File: src/rtl/i2c_tmr_pkg.sv
package i2c_tmr_pkg;

    localparam int DATA_W     = 8;
    localparam int NUM_CFG    = 6;
    localparam int NUM_SHIFT  = 5;
    localparam int CMD_IDX    = 5;
    localparam int STATUS_IDX = 6;
    localparam int CNT_W      = 6;
    localparam int TGT_W      = 3;
    localparam int BIDX_W     = 3;
    localparam int TGT_CNT    = 6;
    localparam int TGT_PTR    = 7;
    localparam int CMD_CLR_BIT   = 3;
    localparam int CMD_FERST_BIT = 7;
    localparam logic [6:0] DEV_ADDR = 7'h54;

    typedef enum logic [2:0] {
        LS_IDLE,
        LS_ADDR,
        LS_ADDR_ACK,
        LS_RX,
        LS_RX_ACK,
        LS_TX,
        LS_TX_ACK
    } link_state_e;

    // Pointer step: wraps after the status register, out-of-range goes to 0
    function automatic logic [DATA_W-1:0] ptr_next(input logic [DATA_W-1:0] p);
        return (p >= DATA_W'(STATUS_IDX)) ? '0 : p + 1'b1;
    endfunction

endpackage

File: src/rtl/i2c_tmr_word.sv
module i2c_tmr_word #(
    parameter int W = 8
) (
    input  logic         clk,
    input  logic         rst,
    input  logic         we,
    input  logic [W-1:0] wdata,
    input  logic         inj_en,
    input  logic [1:0]   inj_copy,
    input  logic [2:0]   inj_bit,
    output logic [W-1:0] q,
    output logic         corrected
);

    logic [W-1:0] copy_q [3];
    logic [W-1:0] voted;
    logic [W-1:0] flip_mask;

    always_comb begin
        voted = (copy_q[0] & copy_q[1]) | (copy_q[0] & copy_q[2]) | (copy_q[1] & copy_q[2]);
    end

    always_comb begin
        flip_mask = '0;
        if (int'(inj_bit) < W) flip_mask[inj_bit] = 1'b1;
    end

    assign corrected = (copy_q[0] != voted) || (copy_q[1] != voted) || (copy_q[2] != voted);
    assign q = voted;

    always_ff @(posedge clk) begin
        if (rst) begin
            for (int c = 0; c < 3; c++) copy_q[c] <= '0;
        end else if (we) begin
            for (int c = 0; c < 3; c++) copy_q[c] <= wdata;
        end else begin
            for (int c = 0; c < 3; c++) begin
                if (inj_en && inj_copy == 2'(c)) copy_q[c] <= copy_q[c] ^ flip_mask;
                else if (corrected)              copy_q[c] <= voted;
            end
        end
    end

endmodule

File: src/rtl/i2c_link.sv
module i2c_link
    import i2c_tmr_pkg::*;
(
    input  logic              clk,
    input  logic              rst,
    input  logic              scl_s,
    input  logic              sda_s,
    input  logic [DATA_W-1:0] rd_byte,
    output logic              sda_oe,
    output logic              ptr_load,
    output logic              wr_en,
    output logic              ptr_step,
    output logic [DATA_W-1:0] rx_byte
);

    link_state_e       state;
    logic              scl_q, sda_q;
    logic [2:0]        bitcnt;
    logic [DATA_W-1:0] shreg;
    logic              byte_full, ptr_phase, rw, acked;
    logic              scl_rise, scl_fall, start_c, stop_c;

    assign scl_rise = scl_s & ~scl_q;
    assign scl_fall = ~scl_s & scl_q;
    assign start_c  = scl_s & scl_q & sda_q & ~sda_s;
    assign stop_c   = scl_s & scl_q & ~sda_q & sda_s;
    assign rx_byte  = shreg;

    always_ff @(posedge clk) begin
        if (rst) begin
            state     <= LS_IDLE;
            scl_q     <= 1'b1;
            sda_q     <= 1'b1;
            bitcnt    <= '0;
            shreg     <= '0;
            byte_full <= 1'b0;
            ptr_phase <= 1'b0;
            rw        <= 1'b0;
            acked     <= 1'b0;
            sda_oe    <= 1'b0;
            ptr_load  <= 1'b0;
            wr_en     <= 1'b0;
            ptr_step  <= 1'b0;
        end else begin
            scl_q    <= scl_s;
            sda_q    <= sda_s;
            ptr_load <= 1'b0;
            wr_en    <= 1'b0;
            ptr_step <= 1'b0;
            if (start_c) begin
                state     <= LS_ADDR;
                bitcnt    <= '0;
                byte_full <= 1'b0;
                sda_oe    <= 1'b0;
            end else if (stop_c) begin
                state  <= LS_IDLE;
                sda_oe <= 1'b0;
            end else begin
                case (state)
                    LS_ADDR, LS_RX: begin
                        if (scl_rise) begin
                            shreg  <= {shreg[DATA_W-2:0], sda_s};
                            bitcnt <= bitcnt + 1'b1;
                            if (bitcnt == 3'd7) byte_full <= 1'b1;
                        end else if (scl_fall && byte_full) begin
                            byte_full <= 1'b0;
                            if (state == LS_ADDR) begin
                                if (shreg[7:1] == DEV_ADDR) begin
                                    sda_oe <= 1'b1;
                                    rw     <= shreg[0];
                                    state  <= LS_ADDR_ACK;
                                end else begin
                                    state <= LS_IDLE;
                                end
                            end else begin
                                sda_oe <= 1'b1;
                                state  <= LS_RX_ACK;
                                if (ptr_phase) ptr_load <= 1'b1;
                                else           wr_en    <= 1'b1;
                            end
                        end
                    end
                    LS_ADDR_ACK: begin
                        if (scl_fall) begin
                            bitcnt <= '0;
                            if (rw) begin
                                state  <= LS_TX;
                                shreg  <= rd_byte;
                                sda_oe <= ~rd_byte[7];
                            end else begin
                                state     <= LS_RX;
                                ptr_phase <= 1'b1;
                                sda_oe    <= 1'b0;
                            end
                        end
                    end
                    LS_RX_ACK: begin
                        if (scl_fall) begin
                            sda_oe    <= 1'b0;
                            ptr_phase <= 1'b0;
                            bitcnt    <= '0;
                            state     <= LS_RX;
                        end
                    end
                    LS_TX: begin
                        if (scl_fall) begin
                            if (bitcnt == 3'd7) begin
                                sda_oe <= 1'b0;
                                acked  <= 1'b0;
                                state  <= LS_TX_ACK;
                            end else begin
                                shreg  <= {shreg[DATA_W-2:0], 1'b0};
                                sda_oe <= ~shreg[6];
                                bitcnt <= bitcnt + 1'b1;
                            end
                        end
                    end
                    LS_TX_ACK: begin
                        if (scl_rise) begin
                            if (!sda_s) begin
                                acked    <= 1'b1;
                                ptr_step <= 1'b1;
                            end else begin
                                state <= LS_IDLE;
                            end
                        end else if (scl_fall && acked) begin
                            acked  <= 1'b0;
                            bitcnt <= '0;
                            state  <= LS_TX;
                            shreg  <= rd_byte;
                            sda_oe <= ~rd_byte[7];
                        end
                    end
                    default: ;
                endcase
            end
        end
    end

endmodule

File: src/rtl/i2c_tmr_regfile.sv
module i2c_tmr_regfile
    import i2c_tmr_pkg::*;
(
    input  logic                        clk,
    input  logic                        rst,
    input  logic                        scl_i,
    input  logic                        sda_i,
    output logic                        sda_oe_o,
    input  logic                        lock80_i,
    input  logic                        lock40_i,
    input  logic                        upset_en_i,
    input  logic [TGT_W-1:0]            upset_tgt_i,
    input  logic [1:0]                  upset_copy_i,
    input  logic [BIDX_W-1:0]           upset_bit_i,
    output logic [NUM_SHIFT*DATA_W-1:0] shift_o,
    output logic [DATA_W-1:0]           cmd_o,
    output logic                        chip_rst_o
);

    localparam int NUM_WORDS = NUM_CFG + 2;

    logic scl_m, scl_s, sda_m, sda_s;
    always_ff @(posedge clk) begin
        if (rst) begin
            scl_m <= 1'b1; scl_s <= 1'b1;
            sda_m <= 1'b1; sda_s <= 1'b1;
        end else begin
            scl_m <= scl_i; scl_s <= scl_m;
            sda_m <= sda_i; sda_s <= sda_m;
        end
    end

    logic              ptr_load, wr_en, ptr_step;
    logic [DATA_W-1:0] rx_byte, rd_byte;

    i2c_link link_i (
        .clk      (clk),
        .rst      (rst),
        .scl_s    (scl_s),
        .sda_s    (sda_s),
        .rd_byte  (rd_byte),
        .sda_oe   (sda_oe_o),
        .ptr_load (ptr_load),
        .wr_en    (wr_en),
        .ptr_step (ptr_step),
        .rx_byte  (rx_byte)
    );

    logic [NUM_WORDS-1:0] corr_vec;

    // Pointer, triplicated
    logic [DATA_W-1:0] ptr_q, ptr_wd;
    logic              ptr_we;
    assign ptr_we = ptr_load | ptr_step | wr_en;
    assign ptr_wd = ptr_load ? rx_byte : ptr_next(ptr_q);

    i2c_tmr_word #(.W(DATA_W)) ptr_word_i (
        .clk       (clk),
        .rst       (rst),
        .we        (ptr_we),
        .wdata     (ptr_wd),
        .inj_en    (upset_en_i && upset_tgt_i == TGT_W'(TGT_PTR)),
        .inj_copy  (upset_copy_i),
        .inj_bit   (upset_bit_i),
        .q         (ptr_q),
        .corrected (corr_vec[NUM_CFG+1])
    );

    // Writable registers, triplicated
    logic [DATA_W-1:0] cfg_q [NUM_CFG];
    for (genvar i = 0; i < NUM_CFG; i++) begin : g_cfg
        i2c_tmr_word #(.W(DATA_W)) cfg_word_i (
            .clk       (clk),
            .rst       (rst),
            .we        (wr_en && ptr_q == DATA_W'(i)),
            .wdata     (rx_byte),
            .inj_en    (upset_en_i && upset_tgt_i == TGT_W'(i)),
            .inj_copy  (upset_copy_i),
            .inj_bit   (upset_bit_i),
            .q         (cfg_q[i]),
            .corrected (corr_vec[i])
        );
    end

    for (genvar j = 0; j < NUM_SHIFT; j++) begin : g_shift
        assign shift_o[j*DATA_W +: DATA_W] = cfg_q[j];
    end
    assign cmd_o      = cfg_q[CMD_IDX];
    assign chip_rst_o = cmd_o[CMD_FERST_BIT];

    // Upset counter, triplicated
    logic [CNT_W-1:0] cnt_q, cnt_wd;
    logic             cnt_we;
    always_comb begin
        cnt_we = 1'b0;
        cnt_wd = cnt_q;
        if (cmd_o[CMD_CLR_BIT]) begin
            cnt_we = (cnt_q != '0);
            cnt_wd = '0;
        end else if ((|corr_vec) && (cnt_q != '1)) begin
            cnt_we = 1'b1;
            cnt_wd = cnt_q + 1'b1;
        end
    end

    i2c_tmr_word #(.W(CNT_W)) cnt_word_i (
        .clk       (clk),
        .rst       (rst),
        .we        (cnt_we),
        .wdata     (cnt_wd),
        .inj_en    (upset_en_i && upset_tgt_i == TGT_W'(TGT_CNT)),
        .inj_copy  (upset_copy_i),
        .inj_bit   (upset_bit_i),
        .q         (cnt_q),
        .corrected (corr_vec[NUM_CFG])
    );

    // Read mux
    always_comb begin
        rd_byte = '0;
        for (int i = 0; i < NUM_CFG; i++) begin
            if (ptr_q == DATA_W'(i)) rd_byte = cfg_q[i];
        end
        if (ptr_q == DATA_W'(STATUS_IDX)) rd_byte = {cnt_q, lock40_i, lock80_i};
    end

endmodule

File: config.mk
export PLATFORM = sky130hd
export DESIGN_NAME = i2c_tmr_regfile
export DESIGN_NICKNAME = d
export VERILOG_FILES = /design/src/rtl/i2c_tmr_pkg.sv /design/src/rtl/i2c_tmr_word.sv /design/src/rtl/i2c_link.sv /design/src/rtl/i2c_tmr_regfile.sv
export SDC_FILE = /design/constraint.sdc
export NUM_CORES = 1
export LEC_CHECK = 0
export BUFFER_PORTS_ARGS = -buffer_cell sky130_fd_sc_hd__buf_2
export CORE_ASPECT_RATIO = 1.2
export CORE_MARGIN = 8
export CORE_UTILIZATION = 49
export DETAILED_ROUTE_END_ITERATION = 7
export PLACE_DENSITY = 0.69
export SYNTH_ARGS = -nofsm -noshare
export SYNTH_HDL_FRONTEND = slang
export SYNTH_HIERARCHICAL = 1
export SYNTH_SLANG_ARGS = --single-unit
File: constraint.sdc
create_clock -name clk -period 5.6 [get_ports clk]
set_input_delay 0.28 -clock clk [delete_from_list [all_inputs] [get_ports clk]]
set_output_delay 0.28 -clock clk [all_outputs]
set_load 0.005 [all_outputs]
### After elaboration in Yosys (flattened, before gate mapping)

Memories as Yosys holds them, arrays and structs flattened.
Index checks and enable logic that the tools add are counted.

| word-level totals | value |
|---|---|
| input bits | 15 |
| bits in writable memories | 186 |
| register bits after elaboration | 28 |
| memories | 8 |
| logic and storage cells | 720 |
| output and inout port bits | 50 |

| cells by class | value |
|---|---|
| muxes and demuxes | 371 |
| bitwise logic cells | 157 |
| eq/ne operators | 74 |
| $add $sub $neg | 3 |
| reduce and logical (&&, ||, !) cells | 85 |
| order comparisons | 4 |

Memory list:

| memory | depth | bits a word | read ports | clocked after memory_dff | write ports | RTL line | text |
|---|---|---|---|---|---|---|---|
| g_cfg[0].cfg_word_i.copy_q | 3 | 8 | 3 | 0 | 3 | i2c_tmr_word.sv:15 | `logic [W-1:0] copy_q [3];` |
| g_cfg[1].cfg_word_i.copy_q | 3 | 8 | 3 | 0 | 3 | i2c_tmr_word.sv:15 |  |
| g_cfg[2].cfg_word_i.copy_q | 3 | 8 | 3 | 0 | 3 | i2c_tmr_word.sv:15 |  |
| g_cfg[3].cfg_word_i.copy_q | 3 | 8 | 3 | 0 | 3 | i2c_tmr_word.sv:15 |  |
| g_cfg[4].cfg_word_i.copy_q | 3 | 8 | 3 | 0 | 3 | i2c_tmr_word.sv:15 |  |
| g_cfg[5].cfg_word_i.copy_q | 3 | 8 | 3 | 0 | 3 | i2c_tmr_word.sv:15 |  |
| +2 memories | -- | -- | -- | -- | -- | -- |  |

Operators with widths:

| kind | number |
|---|---|
| $mux W8 | 79 |
| $mux W1 | 255 |
| $and A8 B8 Y8 | 21 |
| $ne A8 B8 Y1 | 21 |
| $xor A8 B8 Y8 | 21 |
| $or A8 B8 Y8 | 14 |
| $or A1 B1 Y1 | 74 |
| $mux W6 | 12 |
| $mux W3 | 17 |
| $logic_and A1 B1 Y1 | 42 |
| $pmux W8 S4 | 1 |
| $reduce_and A9 Y1 | 3 |
| $eq A3 B3 Y1 const B | 8 |
| $eq A8 B3 Y1 const B | 3 |
| $ne A4 B1 Y1 const B | 5 |
| $and A6 B6 Y6 | 3 |
| $ne A2 B1 Y1 const B | 9 |
| $ne A6 B6 Y1 | 3 |
| $xor A6 B6 Y6 | 3 |
| $eq A8 B2 Y1 const B | 2 |
| $logic_or A1 B1 Y1 | 16 |
| $pmux W3 S5 | 1 |
| $reduce_and A7 Y1 | 2 |
| $eq A3 B2 Y1 const B | 4 |
| 44 further kinds | 75 |

### Longest topological paths before layout

An unclocked memory read counts as a cell.

| depth | value |
|---|---|
| word-level depth | 17 |
| mapped depth | 14 |
| mapped depth without buffers | 12 |

### Modules after synthesis

The synthesis kept the hierarchy.

Modules (own cells, without submodules):

| module | cells each | sequential area each (um^2) | area each (um^2) | times used |
|---|---|---|---|---|
| i2c_tmr_word at g_cfg[2].cfg_word_i ... | 189 | 720.7 | 2,082.0 | 3 |
| i2c_tmr_word at g_cfg[1].cfg_word_i ... | 189 | 720.7 | 2,008.2 | 3 |
| i2c_tmr_word at g_cfg[0].cfg_word_i | 183 | 720.7 | 1,896.8 | 1 |
| i2c_link | 172 | 480.5 | 1,478.9 | 1 |
| i2c_tmr_word at cnt_word_i | 156 | 540.5 | 1,475.2 | 1 |
| i2c_tmr_regfile | 185 | 80.1 | 1,207.4 | 1 |

### Worst setup path after synthesis

Ideal clock, no wire load.

| timing path | value |
|---|---|
| path type | reg2reg |
| start point | mem cnt_word_i/copy_q[1][5] (netlist bit) |
| end point | mem cnt_word_i/copy_q[2][5] (netlist bit) (data pin) |
| setup slack | 1,643 ps |
| data arrival time | 3,693 ps |
| stages on the path, launching flop included | 14 |
| data required time | 5,336 ps |
| buffers on the path | 3 |
| period minus slack after synthesis | 3,957 ps |
| setup time | 264 ps |
| path through | edfxtp_1 and3b_1 a2111o_1 nor4_4 inv_2 buf_2 or4_1 o22ai_2 buf_6 o21ai_0 a311oi_1 and2_0 buf_2 o31ai_1 |

RTL lines:

| element | RTL line |
|---|---|
| start, declared | i2c_tmr_word.sv:15 |

==> Flow_metrics.wiki <==
{| class="wikitable"
! Metric !! Value
|-
| Drt drc || 0
|-
| Fin. Hold Viols || 0
|-
| Clock sink count || 214
|-
| Worst reg-to-reg path cell count || 11
|-
| Syn Area/Cell || 10.0 µm²
|-
| Total overflow reported by the global router || 0
|-
| Share of post-route cells with drive strength above 1 || 15.8%
|-
| Number of antenna violations at the first check in global routing || 0
|-
| Endpoint of the worst register-to-register path || cnt_word_i/copy_q[2][5]
|-
| Commonest register cell after synthesis || edfxtp_1
|-
| Global-route wire length before repair || 85.1 mm
|-
| Width of the die || 193 µm
|-
| Unique masters post-synth || 103
|-
| Crit path max-delay cell type || or4_1
|-
| Post-Synthesis Cells || 1,830
|-
| Total CTS buffers || 26
|-
| Post-detailed-placement half-perimeter wirelength || 37.5 mm
|-
| Drt wl/cell || 23.2 µm
|-
| Minimum period implied by the final worst setup slack || 4.44 ns
|-
| Required time reported for the critical path endpoint || 5.88 ns
|-
| Most area-hungry cell type in the Yosys netlist || edfxtp_1
|-
| Port Buf Inserts || 64
|-
| Buf+Inv Stages, Crit Path || 2
|-
| Post-CTS resize count || 0
|-
| Final weighted congestion in routability-driven placement || 0.944
|-
| Launching instance or port of the critical path || cnt_word_i/copy_q[1][5]
|-
| Total leakage power || 0.00733 µW
|-
| Cell Area, Synth || 18,300 µm²
|-
| Async SR Flop Fraction || 0%
|-
| Arrival @ worst endpoint || 4.72 ns
|-
| CTS hold repair buffers || 2
|-
| DRC marker count from the first detailed-route iteration || 1,338
|-
| Post-Route Skew || 0.0151 ns
|-
| Levels on crit path || 11
|-
| Number of max-slew violations in the final report || 0
|-
| Cell row count || 77
|-
| Area share of the largest cell type after synthesis || 30.5%
|-
| Number of enable-type register cells in the synthesized netlist || 186
|-
| Worst relative slew slack || 30.7%
|-
| Fill cell instance count of the final layout || 3,310
|-
| Run status || finished, final reports clean
|-
| Setup violations, final || 0
|-
| Maximum operating frequency || 0.225 GHz
|-
| Clock root buffer || clkbuf_16
|-
| Layout overhead on the synthesized area || 7.10%
|-
| Net count of the mapped netlist || 1,853
|-
| Die Height || 228 µm
|-
| Num ports || 65
|-
| Post-CTS setup-driven buffer insertion count || 0
|-
| Start point of the worst hold path || rst
|-
| Die Footprint || 43,900 µm²
|-
| Number of H-tree levels || 1
|-
| Worst-path fanout max || 33
|-
| Pwr per Cell Area || 439 nW/µm²
|-
| Number of placed instances with taps included || 2,307
|-
| Worst R2R Setup Slack || 1.16 ns
|-
| Pin slew with the least headroom to its limit || 1.03 ns
|-
| Reg clk slew, reported paths || 0.06 ns
|-
| Number of non-filler instances in the completed layout || 2,357
|-
| Leading post-synthesis cells by cell area || edfxtp_1, mux2i_1, xnor2_1
|-
| Share of the cycle needed by the critical path after routing || 79.3%
|-
| CORE AREA || 36,900 µm²
|-
| Ordered list of cells on the worst path || and3b_1, a2111o_1, nor4_4, inv_2, or4_1, o22ai_2, o21ai_0, a311oi_1, buf_4, and2_0, o31ai_1
|-
| Pin count of the biggest net entering global routing || 63
|-
| Total wire length after detailed routing || 54.7 mm
|-
| Critical path type || reg -> reg
|-
| Max-cap check violation count || 0
|-
| Worst-skew pair later-pin latency || 0.56 ns
|-
| All-layer global routing usage || 24.1%
|-
| Family with the most delay on the worst path || simple AND/OR/NAND/NOR gates
|-
| Min-Delay Path Class || in -> reg
|-
| Detailed-router iteration count before antenna repair || 6
|-
| Crit. End Element || register
|-
| Worst IR drop on VDD || 0.277 mV
|-
| Count of inserted antenna diode cells || 0
|-
| Vias in the first global route || 14.9k
|-
| Seq/Total Area, Yosys || 33.5%
|-
| Unrepaired setup endpoints after global routing || false
|-
| Delay of the slowest cell on the worst path || 0.63 ns
|-
| Sum Neg Setup Slack || 0 ns
|-
| Post-synthesis register bit count || 214
|-
| Clock Path Buffers || 3
|-
| Via count || 15.1k
|-
| Clock tree from TritonCTS || done
|-
| Crit path to || cnt_word_i/copy_q[2][5]
|-
| Launching point of the worst reg2reg path || cnt_word_i/copy_q[1][5]
|-
| Initial cell density of the core || 49.7%
|-
| Fin nets || 1,886
|-
| Count of yosys warnings during synthesis || 6
|-
| Post-route antenna net violation count || 0
|-
| Detail-routed via count per cell || 6.40
|-
| CP startpoint kind || register
|}
logic make-up after synthesis:
logic type               Yosys count  synth area share [%]
buffers and inverters            101                  3.32
adder cells (fa/ha/maj)           54                  3.06
flip-flops                       214                  33.5
AND/OR/NAND/NOR                  665                  22.7
multiplexers                     140                  7.79
AO/OA/AOI/OAI                    413                  18.0
XOR/XNOR                         243                  11.6
final cells by class:
| type | count | area, µm² | share of cell area [%] |
|---|---|---|---|
| multi-input combinational | 1515 | 11600 | 59.0 |
| tap | 474 | 593 | 3.02 |
| timing repair buffer | 76 | 415 | 2.12 |
| inverter | 30 | 113 | 0.574 |
| sequential | 214 | 6150 | 31.3 |
| clock buffer | 37 | 713 | 3.63 |
| clock inverter | 11 | 75.1 | 0.382 |
state kept, by name, indices dropped and copies added (netlist names):
name and flops:
g_cfg.cfg_word_i/copy_q 144, ptr_word_i/copy_q 24, cnt_word_i/copy_q 18, link_i/rx_byte 8, link_i/bitcnt 3, link_i/state 3
link_i/acked 1, link_i/byte_full 1, link_i/ptr_load 1, link_i/ptr_phase 1, link_i/ptr_step 1, link_i/rw 1
link_i/scl_q 1, link_i/sda_oe 1, link_i/sda_q 1, link_i/wr_en 1, scl_m 1, scl_s 1
sda_m 1, sda_s 1
synth_stat cells (24+ instances only):
| master | n |
|---|---|
| edfxtp_1 | 186 |
| xnor2_1 | 141 |
| nand2_1 | 136 |
| mux2i_1 | 131 |
| xor2_1 | 102 |
| o21ai_1 | 79 |
| nand3_1 | 78 |
| nand3b_1 | 74 |
| nor3_1 | 67 |
| o21ai_0 | 60 |
| nor2_1 | 52 |
| maj3_1 | 46 |
| a21oi_1 | 45 |
| nor3b_1 | 36 |
| o21ai_2 | 36 |
| nand2b_1 | 35 |
| dfxtp_1 | 28 |
| a31oi_1 | 26 |
| inv_1 | 25 |
| a31oi_2 | 24 |
| and3_1 | 24 |
| buf_6 | 24 |
power breakdown:
part | total [µW] | switching (µW) | leakage (µW) | internal [µW]
clock | 1620 | 692 | 0.000388 | 926
sequential | 3020 | 666 | 0.00244 | 2360
combinational | 3980 | 2380 | 0.00450 | 1600
total | 8620 | 3730 | 0.00733 | 4880
how the worst min path moves through the flow:
stage / endpoint / slack [ns] / cells past startpoint
6_report: link_i/rw / 0.19 / 2
2_1_floorplan: scl_m / 0.38 / 1
3_3_place_gp: scl_s / 0.40 / 1
3_5_place_dp: sda_s / 0.40 / 1
4_1_cts: link_i/rw / 0.16 / 2
5_1_grt: link_i/rw / 0.20 / 2
metal layers:
layer	track usage, %	up-vias	part of all wire [%]
met5	0	-	0
met4	9.75	0	3.3
met1	30.8	7383	41
met3	4.04	130	7.0
met2	39.8	603	48
li1	-	6979	-
cells in the final DEF (no fill, tap or decap), types with 28 or more instances in the layout:
| cell type | Yosys | final |
|---|---|---|
| nor3b_1 | 36 | 36 |
| nor2_1 | 52 | 52 |
| nand3b_1 | 74 | 74 |
| o21ai_0 | 60 | 60 |
| edfxtp_1 | 186 | 186 |
| buf_2 | 17 | 64 |
| o21ai_2 | 36 | 36 |
| dfxtp_1 | 28 | 28 |
| xor2_1 | 102 | 102 |
| nand3_1 | 78 | 78 |
| mux2i_1 | 131 | 131 |
| nand2b_1 | 35 | 35 |
| o21ai_1 | 79 | 79 |
| xnor2_1 | 141 | 141 |
| a21oi_1 | 45 | 45 |
| maj3_1 | 46 | 46 |
| nor3_1 | 67 | 67 |
| nand2_1 | 136 | 136 |
through the flow:
step	area, µm²	util, %	power (µW)	worst slack [ns]	hold WS (ns)
floorplan	18300	-	6050	1.64	0.384
detailed placement	18800	51.0	6950	1.25	0.401
global placement	18800	51.0	6830	1.41	0.401
CTS	19600	53.2	8600	1.22	0.158
finish	19600	53.2	8620	1.16	0.187
global route	19600	53.2	9080	0.836	0.196
worst reg2reg max path, delay by kind of cell, from the launching register on:
kind	cells	cell delay [ns]
simple gates	4	1.60
compound gates	5	1.58
buf+inv	2	0.52
flops	1	0.47
Power figures use the tool's default switching activity.
